[src/rtl/dcc_wave_pkg.sv]
package dcc_wave_pkg;
  typedef enum logic {
    ST_IDLE = 1'b0,
    ST_SEND = 1'b1
  } tx_state_e;

  function automatic int unsigned larger(input int unsigned a, input int unsigned b);
    return (a > b) ? a : b;
  endfunction
endpackage

[src/rtl/dcc_tick_gen.sv]
module dcc_tick_gen #(
  parameter int unsigned CLK_PER_US = 16
) (
  input  logic clk,
  input  logic rst,
  input  logic run,
  output logic tick
);
  localparam int unsigned DW = (CLK_PER_US > 1) ? $clog2(CLK_PER_US) : 1;
  localparam logic [DW-1:0] LAST = DW'(CLK_PER_US - 1);

  logic [DW-1:0] div;

  assign tick = run && (div == LAST);

  always_ff @(posedge clk) begin
    if (rst || !run) div <= '0;
    else if (div == LAST) div <= '0;
    else div <= div + 1'b1;
  end

  generate
    if (CLK_PER_US > 1) begin : g_spacing

      tick_spacing_chk: assert property (@(posedge clk) disable iff (rst)
        tick |=> !tick);
    end
  endgenerate
endmodule

[src/rtl/dcc_period_ctr.sv]
module dcc_period_ctr #(
  parameter int unsigned HALF_ONE  = 58,
  parameter int unsigned HALF_ZERO = 100,
  parameter int unsigned CW        = 8
) (
  input  logic          clk,
  input  logic          rst,
  input  logic          clr,
  input  logic          tick,
  input  logic          bit_val,
  output logic [CW-1:0] cnt,
  output logic          mid,
  output logic          wrap
);
  localparam logic [CW-1:0] MID1  = CW'(HALF_ONE - 1);
  localparam logic [CW-1:0] MID0  = CW'(HALF_ZERO - 1);
  localparam logic [CW-1:0] TERM1 = CW'(2 * HALF_ONE - 1);
  localparam logic [CW-1:0] TERM0 = CW'(2 * HALF_ZERO - 1);
  localparam logic [CW-1:0] TOP   = CW'(2 * dcc_wave_pkg::larger(HALF_ONE, HALF_ZERO) - 1);

  logic [CW-1:0] term_sel;
  logic [CW-1:0] mid_sel;

  always_comb begin
    term_sel = bit_val ? TERM1 : TERM0;
    mid_sel  = bit_val ? MID1  : MID0;
  end

  assign mid  = tick && (cnt == mid_sel);
  assign wrap = tick && (cnt == term_sel);

  always_ff @(posedge clk) begin
    if (rst || clr) cnt <= '0;
    else if (wrap) cnt <= '0;
    else if (tick) cnt <= cnt + 1'b1;
  end


  cnt_bound_chk: assert property (@(posedge clk) disable iff (rst)
    cnt <= TOP);
endmodule

[src/rtl/dcc_bit_seq.sv]
module dcc_bit_seq (
  input  logic       clk,
  input  logic       rst,
  input  logic       in_valid,
  output logic       in_ready,
  input  logic [7:0] in_data,
  input  logic       mid,
  input  logic       wrap,
  output logic       start,
  output logic       busy,
  output logic       wave,
  output logic       done,
  output logic       cur_bit
);
  import dcc_wave_pkg::*;

  tx_state_e  state;
  logic [7:0] hold;
  logic       hold_full;
  logic [7:0] shreg;
  logic [2:0] idx;
  logic       accept;
  logic       avail;
  logic [7:0] next_byte;
  logic       last_end;
  logic       consume;

  assign in_ready  = !hold_full;
  assign accept    = in_valid && in_ready;
  assign avail     = hold_full || accept;
  assign next_byte = hold_full ? hold : in_data;
  assign start     = (state == ST_IDLE) && avail;
  assign last_end  = (state == ST_SEND) && wrap && (idx == 3'd7);
  assign consume   = start || (last_end && avail);
  assign busy      = (state == ST_SEND);
  assign cur_bit   = shreg[0];

  always_ff @(posedge clk) begin
    if (rst) begin
      hold      <= '0;
      hold_full <= 1'b0;
    end else if (consume) begin
      hold_full <= 1'b0;
    end else if (accept) begin
      hold      <= in_data;
      hold_full <= 1'b1;
    end
  end

  always_ff @(posedge clk) begin
    if (rst) begin
      state <= ST_IDLE;
      shreg <= '0;
      idx   <= '0;
      wave  <= 1'b0;
      done  <= 1'b0;
    end else begin
      done <= 1'b0;
      case (state)
        ST_IDLE: begin
          if (avail) begin
            state <= ST_SEND;
            shreg <= next_byte;
            idx   <= '0;
            wave  <= 1'b1;
          end
        end
        default: begin
          if (wrap) begin
            if (idx != 3'd7) begin
              idx   <= idx + 3'd1;
              shreg <= {1'b0, shreg[7:1]};
              wave  <= 1'b1;
            end else begin
              done <= 1'b1;
              idx  <= '0;
              if (avail) begin
                shreg <= next_byte;
                wave  <= 1'b1;
              end else begin
                state <= ST_IDLE;
                wave  <= 1'b0;
              end
            end
          end else if (mid) begin
            wave <= 1'b0;
          end
        end
      endcase
    end
  end


  hold_keep_chk: assert property (@(posedge clk) disable iff (rst)
    (hold_full && !consume) |=> (hold_full && $stable(hold)));


  done_single_chk: assert property (@(posedge clk) disable iff (rst)
    done |=> !done);


  idle_low_chk: assert property (@(posedge clk) disable iff (rst)
    !busy |-> !wave);
endmodule

[src/rtl/dcc_wave_tx.sv]
module dcc_wave_tx #(
  parameter int unsigned CLK_PER_US = 16,
  parameter int unsigned HALF_ONE   = 58,
  parameter int unsigned HALF_ZERO  = 100
) (
  input  logic       clk,
  input  logic       rst,
  input  logic       in_valid,
  output logic       in_ready,
  input  logic [7:0] in_data,
  output logic       wave_out,
  output logic       busy,
  output logic       byte_done
);
  localparam int unsigned MAXH = dcc_wave_pkg::larger(HALF_ONE, HALF_ZERO);
  localparam int unsigned CW   = $clog2(2 * MAXH);

  logic          tick;
  logic          start;
  logic          mid;
  logic          wrap;
  logic          cur_bit;
  logic [CW-1:0] cnt;

  dcc_tick_gen #(.CLK_PER_US(CLK_PER_US)) u_tick (
    .clk  (clk),
    .rst  (rst),
    .run  (busy),
    .tick (tick)
  );

  dcc_period_ctr #(.HALF_ONE(HALF_ONE), .HALF_ZERO(HALF_ZERO), .CW(CW)) u_ctr (
    .clk     (clk),
    .rst     (rst),
    .clr     (start),
    .tick    (tick),
    .bit_val (cur_bit),
    .cnt     (cnt),
    .mid     (mid),
    .wrap    (wrap)
  );

  dcc_bit_seq u_seq (
    .clk      (clk),
    .rst      (rst),
    .in_valid (in_valid),
    .in_ready (in_ready),
    .in_data  (in_data),
    .mid      (mid),
    .wrap     (wrap),
    .start    (start),
    .busy     (busy),
    .wave     (wave_out),
    .done     (byte_done),
    .cur_bit  (cur_bit)
  );


  rise_at_zero_chk: assert property (@(posedge clk) disable iff (rst)
    $rose(wave_out) |-> (cnt == '0));


  fall_at_half_chk: assert property (@(posedge clk) disable iff (rst)
    $fell(wave_out) |-> (cnt == (cur_bit ? CW'(HALF_ONE) : CW'(HALF_ZERO))));
endmodule

[config.mk]
export PLATFORM = sky130hd
export DESIGN_NAME = dcc_wave_tx
export DESIGN_NICKNAME = d
export VERILOG_FILES = /design/src/rtl/dcc_wave_pkg.sv /design/src/rtl/dcc_tick_gen.sv /design/src/rtl/dcc_period_ctr.sv /design/src/rtl/dcc_bit_seq.sv /design/src/rtl/dcc_wave_tx.sv
export SDC_FILE = /design/constraint.sdc
export NUM_CORES = 1
export LEC_CHECK = 0
export ABC_AREA = 1
export BUFFER_PORTS_ARGS = -buffer_cell sky130_fd_sc_hd__buf_2
export CAP_MARGIN = 20
export CORE_MARGIN = 1.5
export CORE_UTILIZATION = 50
export DETAILED_ROUTE_END_ITERATION = 12
export PLACE_DENSITY_LB_ADDON = 0.3
export SLEW_MARGIN = 30
export SYNTH_ARGS = -nofsm -noshare
export SYNTH_HDL_FRONTEND = slang
export SYNTH_HIERARCHICAL = 1
export SYNTH_SLANG_ARGS = --single-unit
[constraint.sdc]
create_clock -name clk -period 2.3 [get_ports clk]
set_input_delay 0.46 -clock clk [delete_from_list [all_inputs] [get_ports clk]]
set_output_delay 0.46 -clock clk [all_outputs]
set_load 0.02 [all_outputs]
==> run metrics <==
status complete, no violations; initial drt markers 99; top-count cell post-synth nand2_1; Critical Path Sink u_seq/hold[2]; post-synth top area share 0.397; Lkg Pwr around 0.94 nW; Area growth syn-to-layout 12.6%; number of flops mapped to enable cells by yosys 0; Mapped Nets 286; worst reg2reg setup slack between 300 and 400 ps; Setup WS pre-CTS between 200 and 250 ps; Post-synth top flop dfxtp_1; CTS tree built; RR Startpoint u_tick/div[0]; synthesized area per cell between 6 and 7 sq um; Clock Tree Root clkbuf_4; R2R cell count 16; total track usage 0.202; f_max roughly 0.5 GHz; Tightest Hold Check Type input port to flop; Power Density 640 mW/mm^2; DRT Wirelength approximately 3500 um; initial antenna violation count 0; cell type with the largest total area after synthesis dfxtp_1; FF+latch area approximately 700 sq um; Post-CTS Hold Buffers 0; fin area between 0.0015 and 0.002 sq mm; Worst slew margin 0.675; Final Worst Setup Slack between 300 and 400 ps; startpoint types flop; CTS max path bufs 2; Final period util 0.869; Clock Power Share 0.364; # H-tree levels 2; WS Path Type flop to flop; core area about 0.0034 sq mm; DP HPWL approximately 2600 um; post-route clock skew 5.27 ps; post-synthesis sequential area ratio 0.397; P_sw 0.000329 W; Mapped Area 0.00177 sq mm; RePlAce Congestion roughly 0.82; DR WL/cell roughly 10 um; global-route wire length before repair ~6300 um; clk slew on worst S/H paths approximately 100 ps; Comb pwr share 0.120; area of the multi-input gates 896 sq um; r2r endpoint u_seq/hold[2]; Sink Count 35; vias in the first global route around 1,400; FP Rows 21; Slew Viols, Final 0; # setup viols final 0; Final Critical Period roughly 2000 ps; Vias about 1,600; worst path arrival time about 2200 ps; CP required 2540 ps; via/cell ratio approximately 4.8; die width 62.4 um; Initial Util 0.525; Setup TNS 0 ps; CP endpoint kind flop; worst setup path startpoint u_tick/div[0]; Die H around 62 um; Worst-Margin Slew around 490 ps; synth top area cells dfxtp_1 40%, nand2_1 16%, nor2_1 9.1%; remaining routing DRC violations 0; pin count of the biggest net entering global routing 18; Inserted Clock Buffers 5; Seq pwr share 0.516; Fill cells between 300 and 400; n_diodes 0; IO Count 15; Max-Cap Viols 0; die area slightly below 0.004 sq mm; number of port buffers 14; Antenna Violating Nets Remaining 0; Peak VDD IR approximately 0.38 mV; Worst-Skew Late Latency approximately 340 ps; Synth warnings 6; sw frac 0.259; register bit count reported by yosys 35; share of layout cells above drive strength 1 0.134; Distinct cells, synth 21; placed standard-cell area ~0.0019 sq mm; Commonest cells post-synth 76 x nand2_1, 43 x nor2_1, 38 x inv_1; First-pass DRT Iterations 5; Internal 0.000944 W; Max FO, Critical Path 5; Hold Fails Final Rpt 0; nets@finish 306; asr flop ratio synth 0; RSZ-0062 raised after global routing false; Cells after Synth 271; total gr overflow 0
[through the flow]
step | hold slack (ps) | util | instances | power, W
floorplan | 430 | - | 271 | 0.000776
global placement | 446 | 0.564 | 330 | 0.000821
detailed placement | 451 | 0.564 | 330 | 0.000823
CTS | 371 | 0.590 | 338 | 0.00129
global route | 382 | 0.591 | 338 | 0.00134
finish | 383 | 0.591 | 338 | 0.00127
[worst max-delay path, cell delays in order (launching register included)]
cell and delay (ps):
dfxtp_2 360, ha_1 190, nand3_1 130, nor2_2 130
nand2_2 80, inv_1 60, nand2_1 50, nor2_1 80
nand3_1 100, inv_1 100, inv_1 40, nand2_1 100
nand2_1 130, inv_2 120, nor2_1 50, a21oi_1 130
nor2_1 50
[cell usage in the layout (no fill, tap or decap), types with 2 or more instances in the layout]
cell type,netlist,final
a21oi_1,16,16
buf_2,2,14
buf_4,1,4
clkbuf_4,0,5
dfxtp_1,35,34
ha_1,4,4
inv_1,38,37
inv_2,1,2
nand2_1,76,76
nand2_2,5,5
nand3_1,18,18
nand4_1,3,3
nor2_1,43,42
nor2_2,1,2
nor2_4,2,2
o21ai_0,16,16
xnor2_1,2,2
xor2_1,3,3
[what timing repair did]
action | 4_1_cts | 5_1_grt
setup endpoints to repair | 0 | 14
endpoints found under the hold margin | 0 | 0
setup buffers | 0 | 0
gates resized for setup | 0 | 3
[worst min-delay path by stage]
| stage | depth (start not counted) | endpoint | slack, ps | from |
|---|---|---|---|---|
| floorplan | 1 | u_tick/div[0] | 430 | u_tick/div[0] |
| global placement | 1 | u_tick/div[0] | 450 | u_tick/div[0] |
| detailed placement | 1 | u_tick/div[0] | 450 | u_tick/div[0] |
| CTS | 3 | u_seq/hold[4] | 370 | in_data[4] |
| global route | 3 | u_seq/hold[4] | 380 | in_data[4] |
| finish | 3 | u_seq/hold[4] | 380 | in_data[4] |
[area by class of cell]
| type | instances | area share |
|---|---|---|
| clock inverters | 2 | 0.0176 |
| multi-input cells | 192 | 0.451 |
| repair buffers | 18 | 0.0503 |
| clock buffers | 6 | 0.0258 |
| flip-flops and latches | 35 | 0.353 |
| well taps | 46 | 0.0289 |
| inverters | 39 | 0.0736 |
[power by group through the flow]
stage	logic (W)	clock network, W	registers, W
floorplan	0.000110	0	0.000666
global placement	0.000151	0	0.000670
detailed placement	0.000152	0	0.000671
CTS	0.000152	0.000479	0.000657
global route	0.000177	0.000504	0.000662
finish	0.000153	0.000463	0.000657
[logic make-up after synthesis]
family / synth area share
AO/OA/AOI/OAI: 0.0957
XOR/XNOR: 0.0248
adder cells (fa/ha/maj): 0.0283
buffers and inverters: 0.0971
flip-flops: 0.397
multiplexers: 0.00567
AND/OR/NAND/NOR: 0.352
[sequential cells by signal (all words and copies together), names as in the netlist]
register         flops
u_seq/wave           1
u_ctr/cnt            8
u_seq/hold           8
u_seq/hold_full      1
u_seq/shreg          8
u_seq/idx            3
u_seq/busy           1
u_tick/div           4
u_seq/done           1
[layer usage]
metal / vias to the layer above / global-route usage / part of all wire
met1: 687 / 0.285 / 0.54
li1: 882 / - / -
met4: 0 / 0.0667 / 0.0065
met2: 42 / 0.296 / 0.41
met5: - / 0 / 0
met3: 2 / 0.0595 / 0.045
(Power assumes the default switching activity.)
